File: src/rtl/pt_walker.sv
`timescale 1ns/1ps
module pt_walker #(
  parameter int VA_W    = 32,
  parameter int OFF_W   = 10,
  parameter int L2_W    = 10,
  parameter int ENTRY_W = 32
) (
  input  logic                     clk,
  input  logic                     rst_n,
  input  logic                     req_valid,
  output logic                     req_ready,
  input  logic [VA_W-1:0]          req_vaddr,
  input  logic [ENTRY_W-1:0]       tbl_base,
  input  logic [VA_W-OFF_W-L2_W:0] tbl_len,
  output logic                     mem_req_valid,
  input  logic                     mem_req_ready,
  output logic [ENTRY_W-1:0]       mem_req_addr,
  input  logic                     mem_rsp_valid,
  input  logic [ENTRY_W-1:0]       mem_rsp_data,
  output logic                     done_valid,
  output logic [ENTRY_W-1:0]       done_paddr,
  output logic [1:0]               done_fault
);
  localparam int L1_W    = VA_W - OFF_W - L2_W;
  localparam int LO_W    = OFF_W + L2_W;
  localparam int FRAME_W = ENTRY_W - OFF_W;

  localparam logic [1:0] F_NONE  = 2'd0;
  localparam logic [1:0] F_LEN   = 2'd1;
  localparam logic [1:0] F_OUTER = 2'd2;
  localparam logic [1:0] F_INNER = 2'd3;

  typedef enum logic [2:0] {S_IDLE, S_RD1, S_WAIT1, S_RD2, S_WAIT2, S_DONE} st_t;

  st_t                st;
  logic [LO_W-1:0]    va_lo;
  logic [ENTRY_W-1:0] addr_q;
  logic [ENTRY_W-1:0] paddr_q;
  logic [1:0]         fault_q;

  wire [L1_W-1:0]    outer_idx = req_vaddr[VA_W-1:LO_W];
  wire               len_bad   = {1'b0, outer_idx} >= tbl_len;
  wire               accept    = req_valid && req_ready;
  wire [FRAME_W-1:0] rsp_frame = mem_rsp_data[ENTRY_W-1:OFF_W];
  wire               rsp_ok    = mem_rsp_data[0];

  logic unused_entry_bits;
  assign unused_entry_bits = &{1'b0, mem_rsp_data[OFF_W-1:1]};

  assign req_ready     = (st == S_IDLE);
  assign mem_req_valid = (st == S_RD1) || (st == S_RD2);
  assign mem_req_addr  = addr_q;
  assign done_valid    = (st == S_DONE);
  assign done_paddr    = paddr_q;
  assign done_fault    = fault_q;

  always_ff @(posedge clk) begin
    if (!rst_n) begin
      st      <= S_IDLE;
      va_lo   <= '0;
      addr_q  <= '0;
      paddr_q <= '0;
      fault_q <= F_NONE;
    end else begin
      case (st)
        S_IDLE: if (accept) begin
          va_lo   <= req_vaddr[LO_W-1:0];
          paddr_q <= '0;
          if (len_bad) begin
            fault_q <= F_LEN;
            st      <= S_DONE;
          end else begin
            fault_q <= F_NONE;
            addr_q  <= tbl_base + ENTRY_W'({outer_idx, 2'b00});
            st      <= S_RD1;
          end
        end
        S_RD1: if (mem_req_ready) st <= S_WAIT1;
        S_WAIT1: if (mem_rsp_valid) begin
          if (!rsp_ok) begin
            fault_q <= F_OUTER;
            st      <= S_DONE;
          end else begin
            addr_q <= {rsp_frame, {OFF_W{1'b0}}} + ENTRY_W'({va_lo[LO_W-1:OFF_W], 2'b00});
            st     <= S_RD2;
          end
        end
        S_RD2: if (mem_req_ready) st <= S_WAIT2;
        S_WAIT2: if (mem_rsp_valid) begin
          if (!rsp_ok) fault_q <= F_INNER;
          else         paddr_q <= {rsp_frame, va_lo[OFF_W-1:0]};
          st <= S_DONE;
        end
        S_DONE: st <= S_IDLE;
        default: st <= S_IDLE;
      endcase
    end
  end

  AST_LEN_TRAP: assert property (@(posedge clk) disable iff (!rst_n)
    (accept && len_bad) |=> (done_valid && done_fault == F_LEN && !mem_req_valid));
  AST_REQ_HOLD: assert property (@(posedge clk) disable iff (!rst_n)
    (mem_req_valid && !mem_req_ready) |=> (mem_req_valid && $stable(mem_req_addr)));
  AST_FAULT_ZERO_PADDR: assert property (@(posedge clk) disable iff (!rst_n)
    (done_valid && done_fault != F_NONE) |-> (done_paddr == '0));
  AST_BUSY_AFTER_ACCEPT: assert property (@(posedge clk) disable iff (!rst_n)
    accept |=> !req_ready);
  AST_OUTER_TRAP: assert property (@(posedge clk) disable iff (!rst_n)
    (st == S_WAIT1 && mem_rsp_valid && !rsp_ok) |=> (done_valid && done_fault == F_OUTER));
  AST_INNER_RESULT: assert property (@(posedge clk) disable iff (!rst_n)
    (st == S_WAIT2 && mem_rsp_valid && rsp_ok) |=>
      (done_valid && done_fault == F_NONE && done_paddr[OFF_W-1:0] == $past(va_lo[OFF_W-1:0])));
  AST_DONE_PULSE: assert property (@(posedge clk) disable iff (!rst_n)
    done_valid |=> (!done_valid && req_ready));
endmodule

File: config.mk
export PLATFORM = sky130hd
export DESIGN_NAME = pt_walker
export DESIGN_NICKNAME = d
export VERILOG_FILES = /design/src/rtl/pt_walker.sv
export SDC_FILE = /design/constraint.sdc
export NUM_CORES = 1
export LEC_CHECK = 0
export CAP_MARGIN = 15
export CORE_MARGIN = 3
export CORE_UTILIZATION = 40
export DETAILED_ROUTE_END_ITERATION = 8
export DONT_BUFFER_PORTS = 1
export HOLD_SLACK_MARGIN = 0.06
export PLACE_DENSITY = 0.64
export SYNTH_ARGS = -nofsm -noshare
export SYNTH_HDL_FRONTEND = slang
export SYNTH_SLANG_ARGS = --single-unit
export TNS_END_PERCENT = 20
File: constraint.sdc
create_clock -name clk -period 3.32 [get_ports clk]
set_input_delay 0.166 -clock clk [delete_from_list [all_inputs] [get_ports clk]]
set_output_delay 0.166 -clock clk [all_outputs]
set_load 0.005 [all_outputs]
======== Word level (Yosys, flattened, before mapping) ========
Cells that the tools add are included.
storage, ports and cells
  flip-flop bits (word level) ............. 89
  output and inout bits ................... 69
  word-level logic and storage cells ...... 58
cells by class
  magnitude comparators ................... 1
  reduce and logical (&&, ||, !) cells .... 11
  muxes and demuxes ....................... 24
  add/sub/neg operators ................... 2
  equal/unequal tests ..................... 15
operator list
  kind                  count
  $mux W32              7
  $pmux W32 S2          2
  $add A32 B12 Y32      1
  $add A32 B14 Y32      1
  $mux W3               7
  $ne A2 B2 Y1 const B  9
  $pmux W3 S5           1
  $ge A12 B13 Y1        1
  $mux W2               5
  $reduce_and A5 Y1     2
  $eq A3 B2 Y1 const B  2
  $eq A3 B3 Y1 const B  2
  $pmux W2 S3           1
  $reduce_and A6 Y1     1
  $reduce_and A4 Y1     1
  $reduce_bool A2 Y1    2
  $eq A3 B1 Y1 const B  1
  $logic_not A3 Y1      1
  $reduce_bool A3 Y1    1
  $ne A2 B1 Y1 const B  1
  $reduce_and A2 Y1     1
  $logic_and A1 B1 Y1   1
  $logic_or A1 B1 Y1    1
  $mux W1               1

======== Depth between registers and ports, before layout ========
  word-level depth ........................ 4
  depth in mapped cells ................... 9

======== Least setup slack after synthesis ========
OpenSTA, ideal clock, no wires.
  kind .................................... reg2reg
  start point ............................. register va_lo[18]
  end point ............................... register addr_q[30] (netlist: mem_req_addr[30])
  buffers on the path ..................... 0
  cell stages (with the launch flop) ...... 10
  arrival time ............................ 2.325 ns
  required time ........................... 3.237 ns
  path slack .............................. 0.913 ns
  cell sequence ........................... dfxtp_1 -> ha_1 -> inv_1 -> fa_1 -> nand3b_2 -> or4_4 -> nor4_1 -> xor2_1 -> nand4_1 -> o221ai_1
on the way
  longest elaborated chain between the ends .. 4
RTL lines
  item                      RTL line  text
  start: declaration        36        logic [LO_W-1:0] va_lo;
  start signal: assignment  67        va_lo <= req_vaddr[LO_W-1:0];
  $add A32 B12 Y32          84        addr_q <= {rsp_frame, {OFF_W{1'b0}}} + ENTRY_W'({va_lo[LO_W-1:OFF_W], 2'b00});
  $mux W32                  80        if (!rsp_ok) begin
  $mux W32                  79        S_WAIT1: if (mem_rsp_valid) begin
  $pmux W32 S2              65        case (st)
  end signal: assignment    74        addr_q <= tbl_base + ENTRY_W'({outer_idx, 2'b00});
  end signal: assignment    84
  end: declaration          37        logic [ENTRY_W-1:0] addr_q;
Every way passes these cells. The select of a mux whose other input is x is not followed.
A chain may end at the register's enable or synchronous reset.

======== Final worst setup path ========
  start point ............................. register va_lo[18]
  end point ............................... register addr_q[28] (netlist: mem_req_addr[28])
Same word-level chain as after synthesis.

==> metrics.txt <==
crit path DAT=2.86 ns; maximum clock rate=377 MHz; FFs w/ async S/R, synth=0%; CTS resizes=0; via/cell ratio=5.66; Setup crit end kind=flop; RSZ-0062 raised after global routing=no; Startpoint Class=flop; worst path cell trace=ha_1 -> inv_1 -> fa_1 -> nand3b_2 -> or4_4 -> nor3_1 -> xor2_1 -> o211ai_1 -> o22ai_1; Iteration-0 DRC Markers=304; global-route wire length before repair=24900 µm; Hold WS=0.0824 ns; Worst EP required=3.53 ns; clk_lat worst skew=0.34 ns; initial antenna violation count=0; Comb power frac=21.5%; commonest non-fill, non-tap cells in the layout=nand2_1, dfxtp_1, a21oi_1; Worst-path clk slew=0.06 ns; CTS Buffer Depth=2; worst slew pin tran=0.904 ns; multi-input logic area=3260 µm²; Worst path slowest cell=or4_4; standby leakage power=2.31 nW; Sequential Power Share=39.6%; hold buffer count at cts=46; WL per Instance=17.8 µm; outcome=finished clean; # rows=41; minimum clock period=2.65 ns; vias in the first global route=4983; DRC=0; Setup violations, final=0; power density cells=499 nW/µm²; pin count of the biggest net entering global routing=55; share of cells above drive strength 1=6.19%; fin crit share=79.9%; TritonCTS clock tree=built; number of synthesized flops with an enable pin=0; max-slew violations=0; register area=1780 µm²; Ports=183; Sw Share=28.6%; dpl ws=0.740 ns; CTS Buf Count=9; commonest register cell after synthesis=dfxtp_1; Hold WC Path Type=input pin to flop; CTS root buf=clkbuf_16; Final nets=865; Final Power=3.14 mW; ant diodes=0; max_cap viols=0; Detail Route Antenna Nets=0; final setup margin=0.667 ns; Final Hold Fails=0; HPWL Detailed=11500 µm; normalized max-slew margin=39.6%; mapped cell area=5330 µm²; number of fill cells=1254; dpl cell area=5460 µm²; Synth-to-Final Area Change=18.0%; syn_nets=841; post-synthesis cell type count=61; Final TNS setup=0 ns; Sink Count=89; die extent in y=121 µm; grt total ovfl=0; Worst Path Max Fanout=5; GRT Total Usage=21.1%; post-route cell area=6290 µm²; Post-CTS Setup Bufs=0; Routed Wire Length=16000 µm; Mapped Cells=699; Crit Path Class=flop to flop; clk_skew=0.0102 ns; Port-buffer cells=0; clock network power share=38.9%; Die Wd=121 µm; VDD IR max=249 µV; routability cong.=0.917; most common cell after layout, fill and taps aside=nand2_1; Die Footprint=14800 µm²; Vias=5084; critical path's largest stage delay=0.58 ns; switching power=0.899 mW; Int Power=2.24 mW; Avg Cell Area, Syn=7.63 µm²; H-tree Lvls=3; Synth Register Bits=89; Initial DRT Pass Iterations=5; CORE AREA=12800 µm²; synth warn=0; Initial Util=41.6%; Seq/Total Area, Yosys=33.4%
power by group through the flow:
stage	registers (mW)	clock network (mW)	logic, mW
floorplan	1.23	0	0.507
global placement	1.27	0	0.599
detailed placement	1.27	0	0.621
CTS	1.24	1.25	0.677
global route	1.25	1.29	0.757
finish	1.24	1.22	0.676
synthesized netlist by cell type (3+ instances only):
master    count  area, µm²
nand2_1     141        529
dfxtp_1      89       1780
a21oi_1      80        400
nand3_1      44        220
nor2_1       37        139
clkbuf_1     29        109
inv_1        27        101
ha_1         26        325
xnor2_1      24        210
nand4_1      18        113
nor3_1       18       90.1
o21ai_0      14       70.1
xor2_1       14        123
buf_2        12       60.1
nor4_1       10       62.6
o211ai_1      9       67.6
o221ai_1      8       70.1
o22ai_1       8       50.1
a311oi_1      6       52.6
nand2b_1      6       37.5
a211oi_1      5       37.5
and3_1        5       31.3
o21a_1        5       37.5
mux2i_1       4       40.0
o211a_1       4       40.0
a21o_1        3       22.5
and2_1        3       18.8
and4_1        3       26.3
buf_4         3       22.5
nor2b_1       3       18.8
o31ai_1       3       22.5
or3_1         3       18.8
through the flow:
step	std cells	utilization (%)
5_1_grt	899	49.1
2_1_floorplan	699	-
6_report	899	49.1
3_3_place_gp	838	42.6
4_1_cts	899	49.1
3_5_place_dp	838	42.6
worst max-delay path: cells and delay by family, from the launching register on:
family	cells	cell delay, ns
AO/OA/AOI/OAI	2	0.34
flip-flops	1	0.33
AND/OR/NAND/NOR	3	1.14
adder cells (fa/ha/maj)	2	0.54
XOR/XNOR	1	0.12
buffers and inverters	1	0.05
cell type report:
class | count | share of cell area, %
Clock buffer | 10 | 3.64
Timing Repair Buffer | 58 | 9.11
Sequential cell | 89 | 28.3
Clock inverter | 5 | 2.05
Inverter | 27 | 1.61
Tap cell | 172 | 3.42
Multi-Input combinational cell | 538 | 51.8
kinds of logic after synthesis:
logic type / share of synthesized area [%]
and+or+nand+nor: 26.9
AOI/OAI and AO/OA: 19.9
adders and majority gates: 6.85
buffers and inverters: 5.70
muxes: 0.962
DFF: 33.4
xor gates and xnor gates: 6.24
layer usage:
layer,wire [µm],global-route usage (%),vias up
li1,-,-,2521
met1,6910,26.4,2349
met2,7350,34.3,196
met3,1480,6.85,18
met4,242,6.93,0
met5,0,0,-
sequential cells by signal, summed over array words and instances (netlist names):
name and count:
done_fault 2, done_paddr 32, mem_req_addr 32, st 3, va_lo 20
final timing paths:
check,startpoint,end,slack [ns],cells after the start
max,va_lo[18],mem_req_addr[28],0.67,9
min,tbl_base[31],mem_req_addr[31],0.08,2
max reg2reg,va_lo[18],mem_req_addr[28],0.67,9
min reg2reg,va_lo[9],va_lo[9],0.45,2
(Power assumes the default switching activity.)
